### src/rtl/cfg_pkg.sv
package cfg_pkg;

    typedef enum logic [2:0] {
        ST_IDLE,
        ST_REQ,
        ST_CLR,
        ST_NEXT,
        ST_BLO,
        ST_BHI,
        ST_FLO,
        ST_FHI
    } cfg_state_e;

    localparam int BYTE_BITS = 8;

endpackage

### src/rtl/cfg_sync2.sv
module cfg_sync2 #(
    parameter int W = 2
) (
    input  logic         clk,
    input  logic         rst_n,
    input  logic [W-1:0] d,
    output logic [W-1:0] q
);
    logic [W-1:0] meta_q;

    always_ff @(posedge clk or negedge rst_n) begin
        if (!rst_n) begin
            meta_q <= '0;
            q      <= '0;
        end else begin
            meta_q <= d;
            q      <= meta_q;
        end
    end
endmodule

### src/rtl/cfg_wait_timer.sv
module cfg_wait_timer #(
    parameter int LIMIT = 1000,
    parameter int W     = $clog2(LIMIT + 1)
) (
    input  logic clk,
    input  logic rst_n,
    input  logic run,
    input  logic restart,
    output logic expired
);
    logic [W-1:0] cnt_q;

    assign expired = run && (cnt_q == W'(LIMIT - 1));

    always_ff @(posedge clk or negedge rst_n) begin
        if (!rst_n) begin
            cnt_q <= '0;
        end else if (!run || restart) begin
            cnt_q <= '0;
        end else if (!expired) begin
            cnt_q <= cnt_q + 1'b1;
        end
    end
endmodule

### src/rtl/cfg_half_timer.sv
module cfg_half_timer #(
    parameter int HALF = 4,
    parameter int W    = (HALF > 1) ? $clog2(HALF) : 1
) (
    input  logic clk,
    input  logic rst_n,
    input  logic run,
    output logic last
);
    logic [W-1:0] cnt_q;

    assign last = run && (cnt_q == W'(HALF - 1));

    always_ff @(posedge clk or negedge rst_n) begin
        if (!rst_n) begin
            cnt_q <= '0;
        end else if (!run || last) begin
            cnt_q <= '0;
        end else begin
            cnt_q <= cnt_q + 1'b1;
        end
    end
endmodule

### src/rtl/fpga_serial_loader.sv
module fpga_serial_loader
    import cfg_pkg::*;
#(
    parameter int CNT_W    = 16,
    parameter int HALF_CYC = 4,
    parameter int CLK_MHZ  = 250,
    parameter int WAIT_US  = 10000
) (
    input  logic             clk,
    input  logic             rst_n,
    input  logic             start_i,
    input  logic [CNT_W-1:0] len_i,
    input  logic [7:0]       byte_data_i,
    input  logic             byte_valid_i,
    output logic             byte_ready_o,
    output logic             prog_o,
    output logic             cclk_o,
    output logic             din_o,
    input  logic             init_i,
    input  logic             done_i,
    output logic             busy_o,
    output logic             ok_o,
    output logic             tmo_o,
    output logic             crc_o
);
    localparam int TMO   = CLK_MHZ * WAIT_US;
    localparam int BIT_W = $clog2(BYTE_BITS);

    cfg_state_e state_q, state_n;

    logic [1:0]       sync_q;
    logic             init_s, done_s;
    logic             tmr_run, tmr_restart, tmr_exp;
    logic             ph_run, ph_last;
    logic [CNT_W-1:0] rem_q;
    logic [7:0]       sh_q;
    logic [BIT_W-1:0] bit_q;
    logic             ok_q, tmo_q, crc_q;
    logic             fin_ok, fin_tmo, fin_crc;
    logic             crc_hit, take;

    cfg_sync2 #(.W(2)) u_sync (
        .clk   (clk),
        .rst_n (rst_n),
        .d     ({init_i, done_i}),
        .q     (sync_q)
    );
    assign init_s = sync_q[1];
    assign done_s = sync_q[0];

    assign tmr_run     = (state_q == ST_REQ) || (state_q == ST_CLR) ||
                         (state_q == ST_FLO) || (state_q == ST_FHI);
    assign tmr_restart = (state_q == ST_REQ) && init_s;

    cfg_wait_timer #(.LIMIT(TMO)) u_wait (
        .clk     (clk),
        .rst_n   (rst_n),
        .run     (tmr_run),
        .restart (tmr_restart),
        .expired (tmr_exp)
    );

    assign ph_run = (state_q == ST_BLO) || (state_q == ST_BHI) ||
                    (state_q == ST_FLO) || (state_q == ST_FHI);

    cfg_half_timer #(.HALF(HALF_CYC)) u_half (
        .clk   (clk),
        .rst_n (rst_n),
        .run   (ph_run),
        .last  (ph_last)
    );

    assign crc_hit = init_s && !done_s;
    assign take    = byte_ready_o && byte_valid_i;

    // next-state and load-result decode
    always_comb begin
        state_n = state_q;
        fin_ok  = 1'b0;
        fin_tmo = 1'b0;
        fin_crc = 1'b0;
        unique case (state_q)
            ST_IDLE: if (start_i) state_n = ST_REQ;
            ST_REQ: begin
                if (init_s) begin
                    state_n = ST_CLR;
                end else if (tmr_exp) begin
                    state_n = ST_IDLE;
                    fin_tmo = 1'b1;
                end
            end
            ST_CLR: begin
                if (!init_s) begin
                    state_n = ST_NEXT;
                end else if (tmr_exp) begin
                    state_n = ST_IDLE;
                    fin_tmo = 1'b1;
                end
            end
            ST_NEXT: begin
                if (rem_q == '0) begin
                    state_n = ST_FLO;
                end else if (crc_hit) begin
                    state_n = ST_IDLE;
                    fin_crc = 1'b1;
                end else if (byte_valid_i) begin
                    state_n = ST_BLO;
                end
            end
            ST_BLO: if (ph_last) state_n = ST_BHI;
            ST_BHI: begin
                if (ph_last) begin
                    state_n = (bit_q == BIT_W'(BYTE_BITS - 1)) ? ST_NEXT : ST_BLO;
                end
            end
            ST_FLO: begin
                if (tmr_exp) begin
                    state_n = ST_IDLE;
                    fin_tmo = 1'b1;
                end else if (ph_last) begin
                    state_n = ST_FHI;
                end
            end
            ST_FHI: begin
                if (ph_last && done_s) begin
                    state_n = ST_IDLE;
                    fin_ok  = 1'b1;
                end else if (tmr_exp) begin
                    state_n = ST_IDLE;
                    fin_tmo = 1'b1;
                end else if (ph_last) begin
                    state_n = ST_FLO;
                end
            end
            default: state_n = ST_IDLE;
        endcase
    end

    // state register
    always_ff @(posedge clk or negedge rst_n) begin
        if (!rst_n) state_q <= ST_IDLE;
        else        state_q <= state_n;
    end

    // datapath and result flags
    always_ff @(posedge clk or negedge rst_n) begin
        if (!rst_n) begin
            rem_q <= '0;
            sh_q  <= '0;
            bit_q <= '0;
            ok_q  <= 1'b0;
            tmo_q <= 1'b0;
            crc_q <= 1'b0;
        end else begin
            if (state_q == ST_IDLE && start_i) begin
                rem_q <= len_i;
                ok_q  <= 1'b0;
                tmo_q <= 1'b0;
                crc_q <= 1'b0;
            end
            if (take) begin
                sh_q  <= byte_data_i;
                bit_q <= '0;
            end
            if (state_q == ST_BHI && ph_last) begin
                if (bit_q == BIT_W'(BYTE_BITS - 1)) begin
                    rem_q <= rem_q - 1'b1;
                end else begin
                    sh_q  <= {sh_q[6:0], 1'b0};
                    bit_q <= bit_q + 1'b1;
                end
            end
            if (fin_ok)  ok_q  <= 1'b1;
            if (fin_tmo) tmo_q <= 1'b1;
            if (fin_crc) crc_q <= 1'b1;
        end
    end

    // outputs decoded from state
    always_comb begin
        prog_o       = 1'b0;
        cclk_o       = 1'b0;
        din_o        = 1'b0;
        byte_ready_o = 1'b0;
        unique case (state_q)
            ST_IDLE: ;
            ST_REQ:  prog_o = 1'b1;
            ST_CLR:  ;
            ST_NEXT: byte_ready_o = (rem_q != '0) && !crc_hit;
            ST_BLO:  din_o = sh_q[7];
            ST_BHI: begin
                din_o  = sh_q[7];
                cclk_o = 1'b1;
            end
            ST_FLO:  din_o = 1'b1;
            ST_FHI: begin
                din_o  = 1'b1;
                cclk_o = 1'b1;
            end
            default: ;
        endcase
    end

    assign busy_o = (state_q != ST_IDLE);
    assign ok_o   = ok_q;
    assign tmo_o  = tmo_q;
    assign crc_o  = crc_q;

endmodule

### config.mk
export PLATFORM = sky130hd
export DESIGN_NAME = fpga_serial_loader
export DESIGN_NICKNAME = d
export VERILOG_FILES = /design/src/rtl/cfg_pkg.sv /design/src/rtl/cfg_sync2.sv /design/src/rtl/cfg_wait_timer.sv /design/src/rtl/cfg_half_timer.sv /design/src/rtl/fpga_serial_loader.sv
export SDC_FILE = /design/constraint.sdc
export NUM_CORES = 1
export LEC_CHECK = 0
export BUFFER_PORTS_ARGS = -buffer_cell sky130_fd_sc_hd__buf_2
export CORE_UTILIZATION = 45
export CTS_CLUSTER_SIZE = 25
export DETAILED_ROUTE_END_ITERATION = 7
export GPL_ROUTABILITY_DRIVEN = 0
export PLACE_DENSITY = 0.68
export SETUP_SLACK_MARGIN = 0.4
export SLEW_MARGIN = 0
export SYNTH_ARGS = -nofsm -noshare
export SYNTH_HDL_FRONTEND = slang
export SYNTH_HIERARCHICAL = 1
export SYNTH_SLANG_ARGS = --single-unit
### constraint.sdc
create_clock -name clk -period 4.8 [get_ports clk]
set_input_delay 0 -clock clk [delete_from_list [all_inputs] [get_ports clk]]
set_output_delay 0 -clock clk [all_outputs]
set_load 0.01 [all_outputs]
After elaboration in Yosys (flattened, before gate mapping)

Cells that the tools add are included.

Register bits after elaboration: 61
Input bits: 30
Output and inout port bits: 8
Word-level logic and storage cells: 110

$add $sub $neg: 4
Equality and inequality tests: 17
Mux-type cells: 46
Reduce and logical (&&, ||, !) cells: 32

Operators by type and width:

| kind                                                 | number |
|---|---|
| two-way mux 3 bit                                    | 18 |
| two-way mux 16 bit                                   | 3 |
| two-way mux 22 bit                                   | 2 |
| two-way mux 8 bit                                    | 3 |
| case mux 3 bit (8 select lines)                      | 1 |
| adder 22 x 1 -> 22 bit (second input constant)       | 1 |
| equality test 22 bit (second input constant)         | 1 |
| logical NOT 16 bit                                   | 1 |
| two-way mux 1 bit                                    | 16 |
| nonzero test 16 bit                                  | 1 |
| subtractor 16 x 1 -> 16 bit (second input constant)  | 1 |
| equality test 3 bit (second input constant)          | 5 |
| logical AND 1 bit                                    | 9 |
| logical OR 1 bit                                     | 8 |
| equality test 3 x 2 -> 1 bit (second input constant) | 2 |
| != test 2 bit (second input constant)                | 3 |
| AND reduction 6 bit                                  | 1 |
| nonzero test 2 bit                                   | 3 |
| OR reduction 2 bit                                   | 3 |
| logical NOT 1 bit                                    | 4 |
| != test 4 x 3 -> 1 bit (second input constant)       | 1 |
| != test 4 bit (second input constant)                | 1 |
| case mux 1 bit (4 select lines)                      | 1 |
| adder 3 x 1 -> 3 bit (second input constant)         | 1 |
| other kinds (9)                                      | 9 |

Longest topological paths before layout

Depth in word-level cells: 9
Gate-level depth with buffers: 10
Gate-level depth less buffers: 9

Cells and area by module

Netlist, hierarchy kept.

Modules (own cells, without submodules):

| module             | instances | cells an instance | area each (um^2) | seq. area each (um^2) |
|---|---|---|---|---|
| fpga_serial_loader | 1         | 237               | 2,105.8          | 825.8 |
| cfg_wait_timer     | 1         | 132               | 1,222.4          | 550.5 |
| cfg_sync2          | 1         | 4                 | 100.1            | 100.1 |
| cfg_half_timer     | 1         | 6                 | 91.3             | 50.0 |

Worst setup path after synthesis

No wires, ideal clock.

Path kind: register -> register
Start point: register state_q[1]
End point: register state_q[1]
Library setup time: 127 ps
Data arrival time: 2,242 ps
Required time: 4,673 ps
Slack: 2,430 ps
Cell stages (with the launch flop): 11
Path buffers: 2
Clock period less this slack: 2,370 ps
Cells stage by stage: dfrtp_1 > buf_4 > clkbuf_1 > xnor2_1 > nor4bb_1 > and3_1 > and2_1 > a21oi_1 > a221oi_1 > o22ai_1 > mux2_1

Cells in the longest elaborated chain, start to end: 8
Elaborated cells on any way between the ends: 31
Classes of those cells: eq/ne (13); mux (7); reduce/logical (11)

RTL lines:

| item                                                                                | RTL line                  | text |
|---|---|---|
| start: declaration                                                                  | fpga_serial_loader.sv:29  | `cfg_state_e state_q, state_n;` |
| start signal: assignment                                                            | fpga_serial_loader.sv:142 | `else state_q <= state_n;` |
| equality test 3 x 1 -> 1 bit / equality test 3 x 2 -> 1 bit (equally long branches) | fpga_serial_loader.sv:51  | `assign tmr_run = (state_q == ST_REQ) \|\| (state_q == ST_CLR) \|\|` |
| logical OR 1 bit (2 in a row)                                                       | fpga_serial_loader.sv:51  |  |
| logical OR 1 bit *                                                                  | fpga_serial_loader.sv:52  | `(state_q == ST_FLO) \|\| (state_q == ST_FHI);` |
| named net tmr_run                                                                   | fpga_serial_loader.sv:33  | `logic tmr_run, tmr_restart, tmr_exp;` |
| logical AND 1 bit *                                                                 | cfg_wait_timer.sv:13      | `assign expired = run && (cnt_q == W'(LIMIT - 1));` |
| named net tmr_exp                                                                   | fpga_serial_loader.sv:33  |  |
| two-way mux 3 bit, on equally long branches (2 in a row)                            | n/a                       |  |
| case mux 3 bit (8 select lines)                                                     | fpga_serial_loader.sv:82  | `unique case (state_q)` |

Mark *: on every way through the listed nets, which the timed path passes. The rest lies on a longest branch.
A chain may end at the register's enable or synchronous reset.

Worst setup path after layout

Start point: register state_q[2]
End point: register state_q[1]

Same word-level chain as after synthesis.

==> impl_metrics.ini <==
[sta]
final_hold_viol_count = 0
period_share = 0.626
grt_setup_unrepaired = false
max_clock_freq_ghz = 0.333
worstMarginPinSlew_ns = 0.992
period_minus_slack_ns = 3.01
clock_skew_ns = 0.00838
setup_viol = 0
maxSlewViolCount = 0
slew_headroom = 0.336
fin_setup_tns_ns = 0

[critical_path]
crit_buf_inv = 0
ff2ff_path_depth = 9
reg2reg_to = state_q[1]
crit_family = simple AND/OR/NAND/NOR gates
crit_fanout = 17
crit_path_start_kind = flop
r2r-start = state_q[2]
cp-end-kind = flop
setup.worst_path.class = flop to flop
cp.arrival_ns = 3.23
worstPathCellList = nand2b_1 > xnor2_1 > nor4bb_1 > and3_1 > and2_1 > a21oi_1 > a221oi_1 > o22ai_1 > mux2_1
slowest_delay_ns = 0.55
required_ns = 5.02
r2r_setup_slack_ns = 1.79
cpMaxStageDelayCell = dfrtp_1

[yosys]
synth_edf_count = 0
yosysTopAreaCell = dfrtp_1
synth_nets = 414
syn_area_sq_mm = 0.00352
ys_warn_count = 6
synth-async-reset-ratio = 1.00
synth.distinct_cells = 69
ys.flop_type = dfrtp_1
synth_top_area_share = 0.434
syn_inst = 379
ys_seq_area_frac = 0.434
synth_area_leaders = dfrtp_1 43%, a21oi_1 5.4%, nor2_1 3.0%
synth.ff_latch_count = 61
synth.avg_cell_area_sq_um = 9.29

[cts]
cts_max_level = 3
postCtsSetupBuffers = 0
ctsHoldBuffers = 25
clk_pin_slew_ns = 0.07
tritoncts = built
ctsRootBufferMaster = clkbuf_8
clockBufferDepth = 2
cts-resized-gates = 0
numCtsBuffers = 9
clock_sinks = 61
clk_latency_ns = 0.34

[cells_and_area]
post-route-util = 0.566
n_antenna_cell = 0
nNetsFinal = 468
syn2layout_area_growth_pct = 19.2
drive_gt1_frac = 0.176

[min_path]
min_to = rem_q[9]
holdPathStages = 3
min_path_type = input pin to flop
worstHoldStart = len_i[9]

[routing]
routed_wl_um = 8530
drt_iter0_drc = 184
wl_per_cell_um = 15.9
drtPass1Iterations = 4
ant_nets = 0
drc = 0
vias_per_cell = 5.83
vias = 3131

[die]
coreArea_sq_mm = 0.00741
die_h_um = 90.4
die_area_sq_mm = 0.00818
initial_utilization = 0.475
pin_count = 38
die_w_um = 90.4
rows = 31

[power_and_ir_drop]
switching_share = 0.373
power_frac_clock = 0.248
p_total_w = 0.00196
pwr-share-comb = 0.306
p_int_w = 0.00123
p_seq_frac = 0.446
power_switching_w = 0.000731
ir_drop_v = 0.000214
p_leak_nw = 1.73
power_density_mw_per_mm2 = 467

[place]
io_buffers = 37
place.detailed.hpwl_um = 5510

[global_routing]
grt_pass1_wl_um = 14500
grt_max_degree = 62
grt_pass1_vias = 3174
overflow = 0
antenna_found_initial = 0
grt_usage = 0.221

[outcome]
status = complete, no violations

[flow_run]
maxCapViolations = 0
-- cells in the mapped netlist (all sizes together), types with 2 or more instances --
master  number
inv         16
or3         11
a22o         2
nor3b        2
o21a         4
nor4bb       2
nand2       19
o211ai       2
mux2i        2
clkbuf       9
or4         10
a32o         2
a2111o       3
a22oi        2
o21ai       30
nor2        28
and3         6
a221oi       4
and4         2
o221a        8
or2          2
dfrtp       61
nor2b        3
a31oi        9
xnor2        3
o31ai        4
ha           5
a21oi       38
and2         4
o22ai        7
nand2b       3
nor3         8
xor2         2
mux2         2
nor4         9
nand3       17
and3b        2
buf         11
nand4       12
-- layout by cell type, fill, tap and decap left out, types with 8 or more instances in the layout --
cell type / instances
a21oi_1: 38
a31oi_1: 9
buf_2: 37
clkbuf_8: 12
dfrtp_1: 61
dlygate4sd3_1: 25
inv_1: 15
nand2_1: 19
nand3_1: 16
nand4_1: 11
nor2_1: 28
nor3_1: 8
o21ai_0: 10
o21ai_1: 19
or3_1: 11
or4_1: 9
-- logic make-up after synthesis --
| family | share of synthesized area |
|---|---|
| AOI/OAI and AO/OA | 0.229 |
| and+or+nand+nor | 0.249 |
| DFF | 0.434 |
| adders and majority gates | 0.0178 |
| xor gates and xnor gates | 0.0124 |
| buffers and inverters | 0.0459 |
| muxes | 0.0121 |
-- final cells by class --
| cell class | instances | area [sq um] |
|---|---|---|
| Clock inverter | 3 | 42.5 |
| Multi-Input combinational cell | 282 | 1830 |
| Timing Repair Buffer | 63 | 443 |
| Clock buffer | 13 | 169 |
| Tap cell | 99 | 124 |
| Sequential cell | 61 | 1530 |
| Inverter | 16 | 60.1 |
| Fill cell | 655 | 3210 |
-- tightest hold or removal path, stage by stage --
cell     delay, ns
buf_2         0.10
o22ai_1       0.15
nor3_1        0.07
-- flip-flops by register name, summed over array words and instances (netlist names), 2 cells and up --
register       flops
bit_q              3
state_q            3
u_wait/cnt_q      22
sh_q               8
u_sync/q           2
u_half/cnt_q       2
rem_q             16
u_sync/meta_q      2
-- power by group through the flow --
stage,Combinational (W),Clock (W),Sequential [W]
floorplan,0.000525,0,0.000789
global placement,0.000571,0,0.000866
detailed placement,0.000587,0,0.000878
CTS,0.000605,0.000497,0.000870
global route,0.000681,0.000518,0.000898
finish,0.000600,0.000486,0.000873
-- per-stage QoR --
stage               hold slack, ns  area (sq um)  instances  worst slack, ns
floorplan                   -0.296          3520        379             2.43
global placement             0.111          3730        496             1.98
detailed placement           0.110          3730        496             1.84
CTS                         0.0108          4200        537             1.82
global route                0.0107          4200        537             1.47
finish                      0.0196          4200        537             1.79
-- routing by layer --
layer / up-vias / wire, um / track usage
met1: 1514 / 3790 / 0.259
met5: - / 0 / 0
li1: 1557 / - / -
met2: 50 / 4370 / 0.384
met3: 10 / 312 / 0.0690
met4: 0 / 61 / 0.0685
-- worst max-delay path by stage --
stage / depth (start not counted) / from / slack [ns] / endpoint
2_1_floorplan: 10 / state_q[1] / 2.43 / state_q[1]
3_3_place_gp: 9 / state_q[2] / 1.98 / state_q[1]
3_5_place_dp: 9 / state_q[2] / 1.84 / state_q[1]
4_1_cts: 9 / state_q[2] / 1.82 / state_q[1]
5_1_grt: 9 / state_q[0] / 1.47 / state_q[1]
6_report: 9 / state_q[2] / 1.79 / state_q[1]
Note: power is estimated with default switching activity, not from simulation.
